## src/rtl/twi_pkg.sv

```systemverilog
package twi_pkg;

  localparam int BYTE_BITS = 8;

  typedef enum logic [2:0] {
    ST_IDLE,
    ST_ADDR,
    ST_ADDR_ACK,
    ST_WR,
    ST_WR_ACK,
    ST_RD,
    ST_RD_ACK
  } twi_state_t;

endpackage

```

## src/rtl/twi_line_sync.sv

```systemverilog
module twi_line_sync #(
  parameter int SYNC_STAGES = 2
) (
  input  logic clk,
  input  logic rst_n,
  input  logic scl_i,
  input  logic sda_i,
  output logic scl_s,
  output logic sda_s,
  output logic scl_rise,
  output logic scl_fall,
  output logic start_det,
  output logic stop_det
);

  logic [SYNC_STAGES-1:0] scl_pipe;
  logic [SYNC_STAGES-1:0] sda_pipe;
  logic                   scl_prev;
  logic                   sda_prev;

  // Both lines idle high, so the pipes reset to ones.
  always_ff @(posedge clk or negedge rst_n) begin
    if (!rst_n) begin
      scl_pipe <= '1;
      sda_pipe <= '1;
      scl_prev <= 1'b1;
      sda_prev <= 1'b1;
    end else begin
      scl_pipe <= {scl_pipe[SYNC_STAGES-2:0], scl_i};
      sda_pipe <= {sda_pipe[SYNC_STAGES-2:0], sda_i};
      scl_prev <= scl_pipe[SYNC_STAGES-1];
      sda_prev <= sda_pipe[SYNC_STAGES-1];
    end
  end

  assign scl_s     = scl_pipe[SYNC_STAGES-1];
  assign sda_s     = sda_pipe[SYNC_STAGES-1];
  assign scl_rise  = scl_s & ~scl_prev;
  assign scl_fall  = ~scl_s & scl_prev;
  // Frame delimiters: a data edge while the clock is high in both samples.
  assign start_det = scl_s & scl_prev & sda_prev & ~sda_s;
  assign stop_det  = scl_s & scl_prev & ~sda_prev & sda_s;

endmodule

```

## src/rtl/twi_reg_bank.sv

```systemverilog
module twi_reg_bank #(
  parameter int REG_COUNT = 8,
  parameter int AW        = 3,
  parameter int DW        = 8
) (
  input  logic          clk,
  input  logic          rst_n,
  input  logic          wr_en,
  input  logic [AW-1:0] wr_addr,
  input  logic [DW-1:0] wr_data,
  input  logic [AW-1:0] rd_addr,
  output logic [DW-1:0] rd_data
);

  logic [DW-1:0] cells [REG_COUNT];

  for (genvar i = 0; i < REG_COUNT; i++) begin : g_cell
    logic          cell_en;
    logic [DW-1:0] cell_q;

    assign cell_en = wr_en & (wr_addr == AW'(i));

    always_ff @(posedge clk or negedge rst_n) begin
      if (!rst_n) begin
        cell_q <= '0;
      end else if (cell_en) begin
        cell_q <= wr_data;
      end
    end

    assign cells[i] = cell_q;
  end

  assign rd_data = cells[rd_addr];

endmodule

```

## src/rtl/twi_proto_fsm.sv

```systemverilog
module twi_proto_fsm
  import twi_pkg::*;
#(
  parameter logic [6:0] DEV_ADDR  = 7'h5A,
  parameter int         REG_COUNT = 8,
  parameter int         AW        = 3
) (
  input  logic                 clk,
  input  logic                 rst_n,
  input  logic                 sda_s,
  input  logic                 scl_rise,
  input  logic                 scl_fall,
  input  logic                 start_det,
  input  logic                 stop_det,
  input  logic [BYTE_BITS-1:0] rd_data,
  output logic [AW-1:0]        rd_addr,
  output logic                 wr_en,
  output logic [AW-1:0]        wr_addr,
  output logic [BYTE_BITS-1:0] wr_data,
  output logic                 sda_oe
);

  localparam logic [AW-1:0] PTR_LAST  = AW'(REG_COUNT - 1);
  localparam logic [AW-1:0] PTR_STEP  = AW'(1);
  localparam logic [3:0]    BIT_FULL  = 4'(BYTE_BITS);
  localparam logic [3:0]    BIT_LAST  = 4'(BYTE_BITS - 1);
  localparam logic [3:0]    BIT_STEP  = 4'd1;

  twi_state_t           state_q,  state_d;
  logic [3:0]           cnt_q,    cnt_d;
  logic [BYTE_BITS-1:0] rx_q,     rx_d;
  logic [BYTE_BITS-1:0] tx_q,     tx_d;
  logic [AW-1:0]        ptr_q,    ptr_d;
  logic                 first_q,  first_d;
  logic                 dir_rd_q, dir_rd_d;
  logic                 mack_q,   mack_d;
  logic                 oe_q,     oe_d;
  logic [AW-1:0]        ptr_inc;
  logic                 addr_hit;

  assign ptr_inc  = (ptr_q == PTR_LAST) ? '0 : ptr_q + PTR_STEP;
  assign addr_hit = (rx_q[BYTE_BITS-1:1] == DEV_ADDR);

  always_comb begin
    state_d  = state_q;
    cnt_d    = cnt_q;
    rx_d     = rx_q;
    tx_d     = tx_q;
    ptr_d    = ptr_q;
    first_d  = first_q;
    dir_rd_d = dir_rd_q;
    mack_d   = mack_q;
    oe_d     = oe_q;
    wr_en    = 1'b0;

    if (stop_det) begin
      state_d = ST_IDLE;
      oe_d    = 1'b0;
    end else if (start_det) begin
      state_d = ST_ADDR;
      cnt_d   = '0;
      first_d = 1'b1;
      oe_d    = 1'b0;
    end else begin
      unique case (state_q)
        ST_ADDR: begin
          if (scl_rise) begin
            rx_d  = {rx_q[BYTE_BITS-2:0], sda_s};
            cnt_d = cnt_q + BIT_STEP;
          end else if (scl_fall && cnt_q == BIT_FULL) begin
            if (addr_hit) begin
              state_d  = ST_ADDR_ACK;
              dir_rd_d = rx_q[0];
              oe_d     = 1'b1;
            end else begin
              state_d = ST_IDLE;
            end
          end
        end
        ST_ADDR_ACK: begin
          if (scl_fall) begin
            cnt_d = '0;
            if (dir_rd_q) begin
              state_d = ST_RD;
              tx_d    = rd_data;
              ptr_d   = ptr_inc;
              oe_d    = ~rd_data[BYTE_BITS-1];
            end else begin
              state_d = ST_WR;
              oe_d    = 1'b0;
            end
          end
        end
        ST_WR: begin
          if (scl_rise) begin
            rx_d  = {rx_q[BYTE_BITS-2:0], sda_s};
            cnt_d = cnt_q + BIT_STEP;
          end else if (scl_fall && cnt_q == BIT_FULL) begin
            if (first_q) begin
              ptr_d   = rx_q[AW-1:0];
              first_d = 1'b0;
            end else begin
              wr_en = 1'b1;
              ptr_d = ptr_inc;
            end
            state_d = ST_WR_ACK;
            oe_d    = 1'b1;
          end
        end
        ST_WR_ACK: begin
          if (scl_fall) begin
            state_d = ST_WR;
            cnt_d   = '0;
            oe_d    = 1'b0;
          end
        end
        ST_RD: begin
          if (scl_fall) begin
            if (cnt_q == BIT_LAST) begin
              state_d = ST_RD_ACK;
              oe_d    = 1'b0;
            end else begin
              tx_d  = {tx_q[BYTE_BITS-2:0], 1'b0};
              oe_d  = ~tx_q[BYTE_BITS-2];
              cnt_d = cnt_q + BIT_STEP;
            end
          end
        end
        ST_RD_ACK: begin
          if (scl_rise) begin
            mack_d = ~sda_s;
          end else if (scl_fall) begin
            if (mack_q) begin
              state_d = ST_RD;
              cnt_d   = '0;
              tx_d    = rd_data;
              ptr_d   = ptr_inc;
              oe_d    = ~rd_data[BYTE_BITS-1];
            end else begin
              state_d = ST_IDLE;
              oe_d    = 1'b0;
            end
          end
        end
        default: begin
          state_d = ST_IDLE;
        end
      endcase
    end
  end

  always_ff @(posedge clk or negedge rst_n) begin
    if (!rst_n) begin
      state_q  <= ST_IDLE;
      cnt_q    <= '0;
      rx_q     <= '0;
      tx_q     <= '0;
      ptr_q    <= '0;
      first_q  <= 1'b0;
      dir_rd_q <= 1'b0;
      mack_q   <= 1'b0;
      oe_q     <= 1'b0;
    end else begin
      state_q  <= state_d;
      cnt_q    <= cnt_d;
      rx_q     <= rx_d;
      tx_q     <= tx_d;
      ptr_q    <= ptr_d;
      first_q  <= first_d;
      dir_rd_q <= dir_rd_d;
      mack_q   <= mack_d;
      oe_q     <= oe_d;
    end
  end

  assign rd_addr = ptr_q;
  assign wr_addr = ptr_q;
  assign wr_data = rx_q;
  assign sda_oe  = oe_q;

endmodule

```

## src/rtl/twi_slave_regs.sv

```systemverilog
module twi_slave_regs
  import twi_pkg::*;
#(
  parameter logic [6:0] DEV_ADDR    = 7'h5A,
  parameter int         REG_COUNT   = 8,
  parameter int         SYNC_STAGES = 2
) (
  input  logic clk,
  input  logic rst_n,
  input  logic scl_i,
  input  logic sda_i,
  output logic sda_oe_o
);

  localparam int AW = (REG_COUNT > 1) ? $clog2(REG_COUNT) : 1;

  logic [1:0]           rst_pipe;
  logic                 rst_n_i;
  logic                 scl_s;
  logic                 sda_s;
  logic                 scl_rise;
  logic                 scl_fall;
  logic                 start_det;
  logic                 stop_det;
  logic                 wr_en;
  logic [AW-1:0]        wr_addr;
  logic [AW-1:0]        rd_addr;
  logic [BYTE_BITS-1:0] wr_data;
  logic [BYTE_BITS-1:0] rd_data;

  // Reset asserts at once and releases on a clock edge.
  always_ff @(posedge clk or negedge rst_n) begin
    if (!rst_n) begin
      rst_pipe <= '0;
    end else begin
      rst_pipe <= {rst_pipe[0], 1'b1};
    end
  end
  assign rst_n_i = rst_pipe[1];

  twi_line_sync #(
    .SYNC_STAGES (SYNC_STAGES)
  ) u_sync (
    .clk       (clk),
    .rst_n     (rst_n_i),
    .scl_i     (scl_i),
    .sda_i     (sda_i),
    .scl_s     (scl_s),
    .sda_s     (sda_s),
    .scl_rise  (scl_rise),
    .scl_fall  (scl_fall),
    .start_det (start_det),
    .stop_det  (stop_det)
  );

  twi_proto_fsm #(
    .DEV_ADDR  (DEV_ADDR),
    .REG_COUNT (REG_COUNT),
    .AW        (AW)
  ) u_fsm (
    .clk       (clk),
    .rst_n     (rst_n_i),
    .sda_s     (sda_s),
    .scl_rise  (scl_rise),
    .scl_fall  (scl_fall),
    .start_det (start_det),
    .stop_det  (stop_det),
    .rd_data   (rd_data),
    .rd_addr   (rd_addr),
    .wr_en     (wr_en),
    .wr_addr   (wr_addr),
    .wr_data   (wr_data),
    .sda_oe    (sda_oe_o)
  );

  twi_reg_bank #(
    .REG_COUNT (REG_COUNT),
    .AW        (AW),
    .DW        (BYTE_BITS)
  ) u_bank (
    .clk     (clk),
    .rst_n   (rst_n_i),
    .wr_en   (wr_en),
    .wr_addr (wr_addr),
    .wr_data (wr_data),
    .rd_addr (rd_addr),
    .rd_data (rd_data)
  );

endmodule

```

## config.mk

```make
export PLATFORM = sky130hd
export DESIGN_NAME = twi_slave_regs
export DESIGN_NICKNAME = d
export VERILOG_FILES = /design/src/rtl/twi_pkg.sv /design/src/rtl/twi_line_sync.sv /design/src/rtl/twi_reg_bank.sv /design/src/rtl/twi_proto_fsm.sv /design/src/rtl/twi_slave_regs.sv
export SDC_FILE = /design/constraint.sdc
export NUM_CORES = 1
export LEC_CHECK = 0
export ABC_AREA = 1
export BUFFER_PORTS_ARGS = -buffer_cell sky130_fd_sc_hd__buf_2
export CAP_MARGIN = 15
export CORE_MARGIN = 4
export CORE_UTILIZATION = 55
export CTS_BUF_LIST = sky130_fd_sc_hd__clkbuf_4 sky130_fd_sc_hd__clkbuf_8
export DETAILED_ROUTE_END_ITERATION = 12
export GPL_TIMING_DRIVEN = 0
export PLACE_DENSITY = 0.71
export SYNTH_ARGS = -nofsm -noshare
export SYNTH_HDL_FRONTEND = slang
export SYNTH_SLANG_ARGS = --single-unit
```

## constraint.sdc

```tcl
create_clock -name clk -period 4 [get_ports clk]
set_input_delay 0.6 -clock clk [delete_from_list [all_inputs] [get_ports clk]]
set_output_delay 0.6 -clock clk [all_outputs]
set_load 0.01 [all_outputs]
```

==> Yosys cells after proc, flatten, opt, wreduce, memory -nomap -nowiden <==
Index checks and enable logic that the tools add are counted.
{ "op_classes": {"add_sub_neg": 2, "n_eq_ne": 44, "n_div": 0, "muxes": 72, "order_cmp": 1, "n_shift": 0, "bitwise": 25, "reduce_logical": 19, "n_mul": 0} }
{ "op_table": {"columns": ["operator", "count"], "rows": [
  ["two-way mux 3 bit", 23],
  ["two-way mux 7 bit", 7],
  ["two-way mux 4 bit", 8],
  ["inequality test 4 x 3 -> 1 bit, second input constant", 8],
  ["AND reduction 10 bit", 3],
  ["two-way mux 1 bit", 25],
  ["binary-select mux 8 bit (select 3 bit)", 1],
  ["== test 3 bit, second input constant", 7],
  ["one-hot mux 7 bit (3 select lines)", 1],
  ["one-hot mux 3 bit (6 select lines)", 1],
  ["two-way mux 8 bit", 2],
  ["one-hot mux 4 bit (4 select lines)", 1],
  ["bitwise AND 1 bit", 15],
  ["inequality test 2 x 1 -> 1 bit, second input constant", 7],
  ["== test 3 x 2 -> 1 bit, second input constant", 4],
  ["inequality test 4 bit, second input constant", 3],
  ["AND reduction 4 bit", 3],
  ["AND reduction 11 bit", 1],
  ["inequality test 3 x 2 -> 1 bit, second input constant", 3],
  ["NOT 1 bit", 9],
  ["one-hot mux 3 bit (3 select lines)", 1],
  ["AND reduction 9 bit", 1],
  ["nonzero test 8 bit", 1],
  ["== test 7 bit, second input constant", 1],
  ["other kinds (19)", 27]
]} }
{ "word_totals": {"latchBits": 0, "wordCells": 185, "ram_bits": 0, "in_bits": 4, "output_inout_bits": 1, "mem_bits_ro": 0, "reg_bits": 101, "n_memories": 0} }

==> Logic depth before layout (Yosys ltp) <==
Gate-level depths: netlist of run 1.
{ "logic_depth": {"depth_word": 11, "depth_mapped": 11, "mapped_depth_nobuf": 11} }

==> Cells and area by module <==
From an unflattened synthesis of run 1, not the netlist that was laid out.
{ "hier_totals": {"hier_cells": 744, "hier_area_um2": 5371.4} }
{ "by_module_without_submodules": {"columns": ["mod", "n_inst", "cells_each", "area_each_um2", "seq_area_each_um2"], "rows": [
  ["twi_reg_bank", 1, 439, 3189.3, 1601.5],
  ["twi_proto_fsm", 1, 285, 1929.4, 725.7],
  ["twi_line_sync", 1, 17, 198.9, 157.7],
  ["twi_slave_regs", 1, 3, 53.8, 50.0]
]} }

==> Worst setup path after synthesis of run 1 <==
Ideal clock, no wire load.
{ "synth_path": {"path_kind": "flip-flop to flip-flop", "from": "reg u_fsm.state_q[2]", "to": "reg u_bank.g_cell[4].cell_q[0]", "setup_slack_ns": 2.127, "path_stages_with_launch": 11, "t_required_ns": 3.870, "synth_period_minus_slack_ns": 1.873, "t_arrival_ns": 1.743, "setup_ns": 0.130, "path_buffers": 2, "cell_sequence": "dfrtp_1 clkbuf_2 inv_1 nand2_1 nor2_1 inv_1 nor3_4 nand3_1 buf_6 nand2_1 o21ai_0"} }
{ "synth_between": {"elab_chain_len": 5} }
{ "synth_lines": {"columns": ["element", "line", "source"], "rows": [
  ["from (decl)", "twi_proto_fsm.sv:29", "twi_state_t state_q, state_d;"],
  ["from (signal assigned)", "twi_proto_fsm.sv:164", "state_q <= state_d;"],
  ["== test 3 x 2 -> 1 bit", "twi_proto_fsm.sv:65", "unique case (state_q)"],
  ["two-way mux 1 bit", "twi_proto_fsm.sv:65", null],
  ["two-way mux 1 bit", "twi_proto_fsm.sv:59", "end else if (start_det) begin"],
  ["two-way mux 1 bit", "twi_proto_fsm.sv:56", "if (stop_det) begin"],
  ["bitwise AND 1 bit", "twi_reg_bank.sv:21", "assign cell_en = wr_en & (wr_addr == AW'(i));"],
  ["to (signal assigned)", "twi_reg_bank.sv:27", "cell_q <= wr_data;"],
  ["to (decl)", "twi_reg_bank.sv:19", "logic [DW-1:0] cell_q;"]
]} }
Every way passes these cells.
A chain may end at the register's enable or synchronous reset.

==> Worst setup path in the final report of run 1 <==
{ "layout_path": {"from": "reg u_fsm.ptr_q[1] (netlist: u_fsm.rd_addr[1])", "to": "reg u_bank.g_cell[5].cell_q[7]"} }
{ "layout_between": {"elab_chain_len": 2} }
{ "layout_lines": {"columns": ["element", "line", "source"], "rows": [
  ["from (decl)", "twi_proto_fsm.sv:33", "logic [AW-1:0] ptr_q, ptr_d;"],
  ["from (signal assigned)", "twi_proto_fsm.sv:168", "ptr_q <= ptr_d;"],
  ["== test 3 bit", "twi_reg_bank.sv:21", null],
  ["bitwise AND 1 bit", "twi_reg_bank.sv:21", null],
  ["to (signal assigned)", "twi_reg_bank.sv:27", null],
  ["to (decl)", "twi_reg_bank.sv:19", null]
]} }
Every way passes these cells.

==> results of run 1 <==
[cell families after synthesis]
kind of cell    after synthesis
simple gates                312
buf+inv                      53
compound gates              126
other cells                   1
flops                       101
xor+xnor                      1
fa+ha+maj                     8
[cells in the final DEF (no fill, tap or decap), drive strengths merged, types with 3 or more instances in the layout]
| cell type | count |
|---|---|
| a21oi | 4 |
| nand2 | 178 |
| dfrtp | 95 |
| nor2 | 78 |
| a31oi | 3 |
| dfstp | 6 |
| ha | 8 |
| nand3 | 46 |
| nand4 | 3 |
| inv | 35 |
| o21ai | 116 |
| buf | 11 |
| clkbuf | 25 |
| nor3 | 6 |
[worst max-delay path by stage]
stage                                 from                         end  depth (start not counted)  slack, ns
after global placement         rst_pipe[1]  u_bank.g_cell[5].cell_q[2]                          0      -0.07
after CTS                 u_fsm.rd_addr[1]  u_bank.g_cell[5].cell_q[7]                          7       1.54
after detailed placement  u_fsm.rd_addr[1]  u_bank.g_cell[5].cell_q[7]                          8       1.58
after floorplan                rst_pipe[1]  u_bank.g_cell[0].cell_q[0]                          0       0.99
final                     u_fsm.rd_addr[1]  u_bank.g_cell[5].cell_q[7]                          8       1.53
after global routing      u_fsm.rd_addr[1]  u_bank.g_cell[5].cell_q[7]                          7       1.27
[layout make-up]
class | instances | area [sq um]
plain buffers | 22 | 129
clock buffers | 9 | 124
clock inverters | 7 | 75.1
fillers | 777 | 3160
inverters | 31 | 116
multi-input cells | 448 | 2010
flip-flops and latches | 101 | 2540
well taps | 105 | 131
repair buffers | 6 | 57.6
[through the flow]
step | worst slack, ns | hold slack, ns | area (sq um) | power [mW]
final | 1.53 | 0.256 | 5180 | 1.85
after global routing | 1.27 | 0.283 | 5180 | 1.94
after CTS | 1.54 | 0.270 | 5180 | 1.87
after detailed placement | 1.58 | 0.258 | 4970 | 1.22
after global placement | -0.0676 | 0.342 | 4940 | 1.21
after floorplan | 0.989 | 0.304 | 4790 | 1.18
[metal layers]
| layer | track usage | up-vias | share of wire | routed length, um |
|---|---|---|---|---|
| met3 | 0.0523 | 25 | 0.047 | 555 |
| met4 | 0.0654 | 0 | 0.021 | 251 |
| li1 | - | 1997 | - | - |
| met5 | 0 | - | 0 | 0 |
| met1 | 0.361 | 2001 | 0.47 | 5570 |
| met2 | 0.369 | 115 | 0.46 | 5380 |
[state kept, by name, indices dropped and copies added, names as in the netlist, 2 cells and up]
register,cells
u_bank.g_cell.cell_q,64
u_fsm.wr_data,8
u_fsm.tx_q,7
u_fsm.cnt_q,4
u_fsm.rd_addr,3
u_fsm.state_q,3
rst_pipe,2
u_sync.scl_pipe,2
u_sync.sda_pipe,2
[power by group through the flow]
| stage | Sequential, mW | Clock (mW) | Combinational, mW |
|---|---|---|---|
| after floorplan | 1.11 | 0 | 0.0747 |
| after global placement | 1.11 | 0 | 0.0975 |
| after detailed placement | 1.10 | 0 | 0.117 |
| after CTS | 1.08 | 0.665 | 0.117 |
| after global routing | 1.09 | 0.712 | 0.136 |
| final | 1.08 | 0.651 | 0.116 |
==> summary.txt, run 1 <==
Timing
  – # setup viols final: 0
  – Max Clock Skew: roughly 0.013 ns
  – Headroom to the max-slew limit: 0.489
  – Fin Setup TNS: 0 ns
  – Least-Margin Pin Slew: about 0.76 ns
  – Unrepaired setup endpoints after global routing: false
  – Max Slew Vio Count: 0
  – Hold Vio Cnt, Final: 0
  – Max frequency: 406 MHz
  – Final min period: 2.47 ns
  – Crit share post-route: 0.616

Critical path
  – R2r startpoint: u_fsm.rd_addr[1]
  – Cell-by-cell trace of the critical path: clkbuf_1 > inv_1 > clkbuf_1 > ha_1 > nand3_1 > buf_6 > nand2_1 > o21ai_0
  – Slowest-stage cell, CP: clkbuf_1
  – Req. time, crit path: about 4.3 ns
  – Cell repeated most along the worst path: clkbuf_1
  – CP top delay family: buffers and inverters
  – Arr. time, crit path: 2.71 ns
  – Crit-path max cell delay: roughly 0.46 ns
  – CP Launch Type: flip-flop
  – Reg2Reg Setup Slack: ~1.5 ns
  – Reg2reg end: u_bank.g_cell[5].cell_q[7]
  – Reg2reg path depth: 8
  – Crit-path max FO: 11
  – Critical path class: reg2reg
  – CP endpoint kind: flip-flop
  – Worst path bufs/invs: 4

Clock network
  – H-tree Lvls: 3
  – Setup bufs post-CTS: 0
  – Clk sinks: just over 100
  – CTS Buffer Depth: 2
  – Num CTS Buffers: 9
  – Clock transition at path regs: between 0.1 and 0.15 ns
  – Post-CTS sizing: 0
  – CTS tree: yes
  – Root buf cell: clkbuf_8
  – Clock Latency Late Sink: approximately 0.38 ns
  – Hold-fix buffers at CTS: 1

Synth
  – Post-synth top area cell: dfrtp_1
  – Synth Area in Compound Gates: 0.134
  – Post-synthesis adder-cell area fraction: 0.0209
  – Number of synthesized flops with an enable pin: 0
  – Synth Area in Simple Gates: 0.263
  – YS warnings: 0
  – Syn Inst Count: approximately 600
  – Sequential area share after synthesis: 0.529
  – Register bit total from synthesis: approximately 100
  – Synth cell count leaders: nand2_1, o21ai_0, dfrtp_1
  – Most used flip-flop cell after synthesis: dfrtp_1
  – Post-synthesis mux area share: 0
  – Netlist cell types: 22
  – Largest family of logic cells by synthesized area: simple AND/OR/NAND/NOR gates
  – Mapped Nets: just over 600
  – Synth Cell Area: ~0.0048 sq mm
  – Syn_area_per_cell: between 7 and 8 sq um
  – Fraction of synthesized cell area in xor and xnor cells: 0.00183
  – Synth async-reset ratio: 1.00
  – Cell with the most instances after synthesis: nand2_1
  – Top cell type's share of synthesized area: 0.496
  – Top cells by area, synth: dfrtp_1, nand2_1, o21ai_0, nor2_1, nand3_1

Floorplanning
  – Die width: roughly 100 um
  – Chip height: 101 um
  – Boundary Pins: 5
  – Row cnt: 33
  – CORE AREA: ~0.0083 sq mm
  – Initial Util: 0.575
  – Die area: 0.0103 sq mm

Final layout
  – Finished Layout Cells: 729
  – Share of cells above drive strength 1: 0.0577
  – NumNets Final: 631
  – Diode count: 0
  – Layout area overhead: 8.17%
  – Final Util: 0.622

Run
  – Max-cap violations: 0

GRT
  – Global Route Usage Sum: 0.245
  – Gr ovfl total: 0
  – Vias in the first global route: ~3900
  – First-pass GRT wire length: 19500 um
  – Largest net degree at the start of global routing: 74
  – Initial antenna violation count: 0

Placed design
  – PortBufs: 4
  – Placed cell count: approximately 700
  – Hpwl dp: 8510 um
  – Final GP Congestion: between 0.8 and 0.9

Route
  – DR iter-0 viols: 260
  – Drt pass-1 iters: 8
  – Vias per cell: approximately 5.7
  – Vias: roughly 4100
  – Total wire length: around 12000 um
  – DR WL/cell: 16.1 um
  – Post-route ant nets: 0
  – Post-route DRC: 0

Power and ir drop
  – Leakage: between 2 and 2.5 nW
  – Pwr dens: 357 mW/mm^2
  – Flop pwr share: 0.586
  – Sw Pwr: roughly 510 uW
  – Clk network pwr share: 0.352
  – Internal power: about 1.3 mW
  – VDD IR max: 242 uV
  – Sw frac: 0.275
  – Logic pwr share: 0.062

Min path
  – Min-delay worst type: reg2async

Outcome
  – Status: finished clean
Power figures use the tool's default switching activity.
==> run 2: changes to the inputs <==
--- a/config.mk
+++ b/config.mk
@@ -5,7 +5,7 @@
 export SDC_FILE = /design/constraint.sdc
 export NUM_CORES = 1
 export LEC_CHECK = 0
-export ABC_AREA = 1
+export ABC_AREA = 0
 export BUFFER_PORTS_ARGS = -buffer_cell sky130_fd_sc_hd__buf_2
 export CAP_MARGIN = 15
 export CORE_MARGIN = 4
==> constraint.sdc (replaced) <==
create_clock -name clk -period 2.6 [get_ports clk]
set_input_delay 0.39 -clock clk [delete_from_list [all_inputs] [get_ports clk]]
set_output_delay 0.39 -clock clk [all_outputs]
set_load 0.01 [all_outputs]
==> run 2 against run 1 <==
Effect of this change:
- clock-buffer cell count unchanged
- area after synthesis increased by 3.4%
- core utilization decreased by 1.1 points
- synthesized cell count decreased by 36%
- final cell count decreased by 29%
- critical path type unchanged
- critical endpoint is now u_bank.g_cell[0].cell_q[1]
- highest routed layer unchanged
==> summary.txt, run 2 <==
Final layout
  – Biggest register: u_bank.g_cell.cell_q
  – Diode count: 0
  – Most frequent cells in the layout: dfrtp_1, mux2_2, nand2_1, o21ai_0, clkbuf_1
  – Commonest non-fill, non-tap cell in the layout: dfrtp_1
  – NumNets Final: 414
  – Fillers: 710
  – Max FFs per register: 64
  – Share of cells above drive strength 1: 0.339
  – Layout area overhead: 7.93%

Timing
  – Final min period: 2.35 ns
  – Max Slew Vio Count: 0
  – # setup viols final: 0
  – Hold slack: around 0.11 ns
  – Max frequency: 426 MHz
  – Fin Setup TNS: 0 ns
  – Hold Vio Cnt, Final: 0
  – Unrepaired setup endpoints after global routing: false
  – Max Clock Skew: 0.0139 ns
  – Final setup margin: around 0.25 ns
  – Crit share post-route: 0.903
  – Headroom to the max-slew limit: 0.460
  – Least-Margin Pin Slew: 0.807 ns

Synth
  – Synth cell count leaders: dfrtp_1, mux2_2, nand2_1
  – Synth Area in Simple Gates: 0.108
  – YS warnings: 0
  – Syn_area_per_cell: between 10 and 15 sq um
  – Synth Area in Compound Gates: 0.0654
  – Synth Cell Area: a little under 0.005 sq mm
  – Register bit total from synthesis: 101
  – Top cells by area, synth: dfrtp_1, mux2_2, mux4_2, dfstp_2, mux2_4
  – Post-synthesis mux area share: 0.259
  – Top cell type's share of synthesized area: 0.480
  – Netlist cell types: between 50 and 60
  – Most used flip-flop cell after synthesis: dfrtp_1
  – Synth async-reset ratio: 1.00
  – Syn Inst Count: between 300 and 400
  – Post-synth top area cell: dfrtp_1
  – Post-synthesis adder-cell area fraction: 0.0202
  – Largest family of logic cells by synthesized area: multiplexers
  – Sequential area share after synthesis: 0.512
  – Fraction of synthesized cell area in xor and xnor cells: 0.00354
  – Mapped Nets: slightly below 400
  – Cell with the most instances after synthesis: dfrtp_1
  – Number of synthesized flops with an enable pin: 0

GRT
  – Initial antenna violation count: 0
  – Largest net degree at the start of global routing: 70
  – Vias in the first global route: around 3200
  – Global Route Usage Sum: 0.211
  – First-pass GRT wire length: between 15000 and 20000 um
  – Gr ovfl total: 0

Route
  – Post-route ant nets: 0
  – DR WL/cell: 19.5 um
  – DR iter-0 viols: between 100 and 150
  – Vias: between 3000 and 4000
  – Total wire length: between 10000 and 15000 um
  – Vias per cell: between 6 and 7
  – Drt pass-1 iters: 4
  – Post-route DRC: 0

Clock network
  – Root buf cell: clkbuf_8
  – Clock transition at path regs: 0.10 ns
  – Num CTS Buffers: 9
  – CTS tree: yes
  – Clk sinks: ~100
  – Setup bufs post-CTS: 0
  – Hold-fix buffers at CTS: 1
  – Post-CTS sizing: 0
  – CTS Buffer Depth: 2
  – Clock Latency Late Sink: around 0.37 ns
  – H-tree Lvls: 3

Critical path
  – Reg2Reg Setup Slack: approximately 0.25 ns
  – Critical path class: reg2reg
  – CP endpoint kind: flip-flop
  – R2r startpoint: u_fsm.cnt_q[0]
  – CP Launch Type: flip-flop
  – Req. time, crit path: 2.87 ns
  – Crit-path max FO: 8
  – Reg2reg path depth: 8
  – Arr. time, crit path: between 2 and 3 ns
  – Reg2reg end: u_bank.g_cell[0].cell_q[1]

Power and ir drop
  – Logic pwr share: 0.254
  – Pwr dens: about 700 mW/mm^2
  – Internal power: 2.44 mW
  – Flop pwr share: 0.483
  – VDD IR max: 351 uV
  – Sw frac: 0.354
  – Sw Pwr: between 1 and 1.5 mW
  – Leakage: ~2.5 nW
  – Clk network pwr share: 0.263

Placed design
  – Hpwl dp: roughly 7000 um
  – Worst Setup Slack post-DPL: between 0.3 and 0.4 ns
  – Final GP Congestion: between 0.8 and 0.9
  – PortBufs: 4

Outcome
  – Status: finished clean

Min path
  – Min-Delay Startpoint: scl_i
  – Min-delay worst type: in2reg
  – Hold endpoint: u_sync.scl_pipe[0]
  – WHS Path Cells: 1

Floorplanning
  – Initial Util: 0.565
  – CORE AREA: 0.00876 sq mm
  – Die width: about 100 um
  – Die area: 0.0106 sq mm
  – Boundary Pins: 5
  – Chip height: roughly 100 um
  – Row cnt: 34

Run
  – Max-cap violations: 0
==> run 2: cell families after synthesis <==
| kind of cell | count (synthesis) |
|---|---|
| mux | 98 |
| flops | 101 |
| xor+xnor | 2 |
| simple gates | 88 |
| compound gates | 53 |
| buf+inv | 34 |
| other cells | 1 |
| fa+ha+maj | 8 |
==> run 2: worst max path at each step <==
stage / startpoint / to / slack (ns) / depth (start not counted)
after floorplan: u_fsm.cnt_q[0] / u_bank.g_cell[6].cell_q[0] / 0.55 / 7
after global placement: u_fsm.cnt_q[0] / u_bank.g_cell[7].cell_q[2] / 0.29 / 6
after detailed placement: u_fsm.cnt_q[0] / u_bank.g_cell[1].cell_q[3] / 0.30 / 8
after CTS: u_fsm.cnt_q[0] / u_bank.g_cell[7].cell_q[7] / 0.25 / 6
after global routing: u_fsm.cnt_q[0] / u_bank.g_cell[0].cell_q[7] / 0.11 / 8
final: u_fsm.cnt_q[0] / u_bank.g_cell[0].cell_q[1] / 0.25 / 8
==> run 2: cell type report <==
type	count	area, sq um	area share
buffer	26	125	0.0234
clock buffer	9	124	0.0232
tap	108	135	0.0253
timing repair buffer	6	57.6	0.0108
clock inverter	7	72.6	0.0136
multi-input combinational	250	2260	0.423
sequential	101	2540	0.475
inverter	8	30.0	0.00562
==> run 2: power by group through the flow <==
stage	clock (mW)	sequential [mW]	combinational, mW
5_1_grt	1.08	1.84	1.06
4_1_cts	1.01	1.82	0.954
3_3_place_gp	0	1.87	0.904
3_5_place_dp	0	1.85	0.954
6_report	0.992	1.82	0.959
2_1_floorplan	0	1.83	0.702
==> run 2: per-stage QoR <==
stage / cell area, sq um / utilization / total power [mW] / instances
6_report: 5350 / 0.610 / 3.77 / 515
3_5_place_dp: 5140 / 0.587 / 2.80 / 498
4_1_cts: 5350 / 0.610 / 3.79 / 515
3_3_place_gp: 5110 / 0.583 / 2.77 / 497
2_1_floorplan: 4960 / - / 2.54 / 385
5_1_grt: 5350 / 0.610 / 3.98 / 515
==> run 2: metal layers <==
metal | track usage | wire, um | vias to the layer above
met5 | 0 | 0 | -
met4 | 0.0707 | 208 | 0
met3 | 0.0399 | 332 | 18
met2 | 0.337 | 4920 | 69
met1 | 0.293 | 4580 | 1601
li1 | - | - | 1428
==> run 2: critical path: stages, from the launching register on <==
cell and delay [ns]:
dfrtp_1 0.40, inv_1 0.11, ha_1 0.15, and4bb_4 0.28
nand3_1 0.19, nor4b_1 0.38, and2_1 0.19, buf_4 0.19
mux2_2 0.35
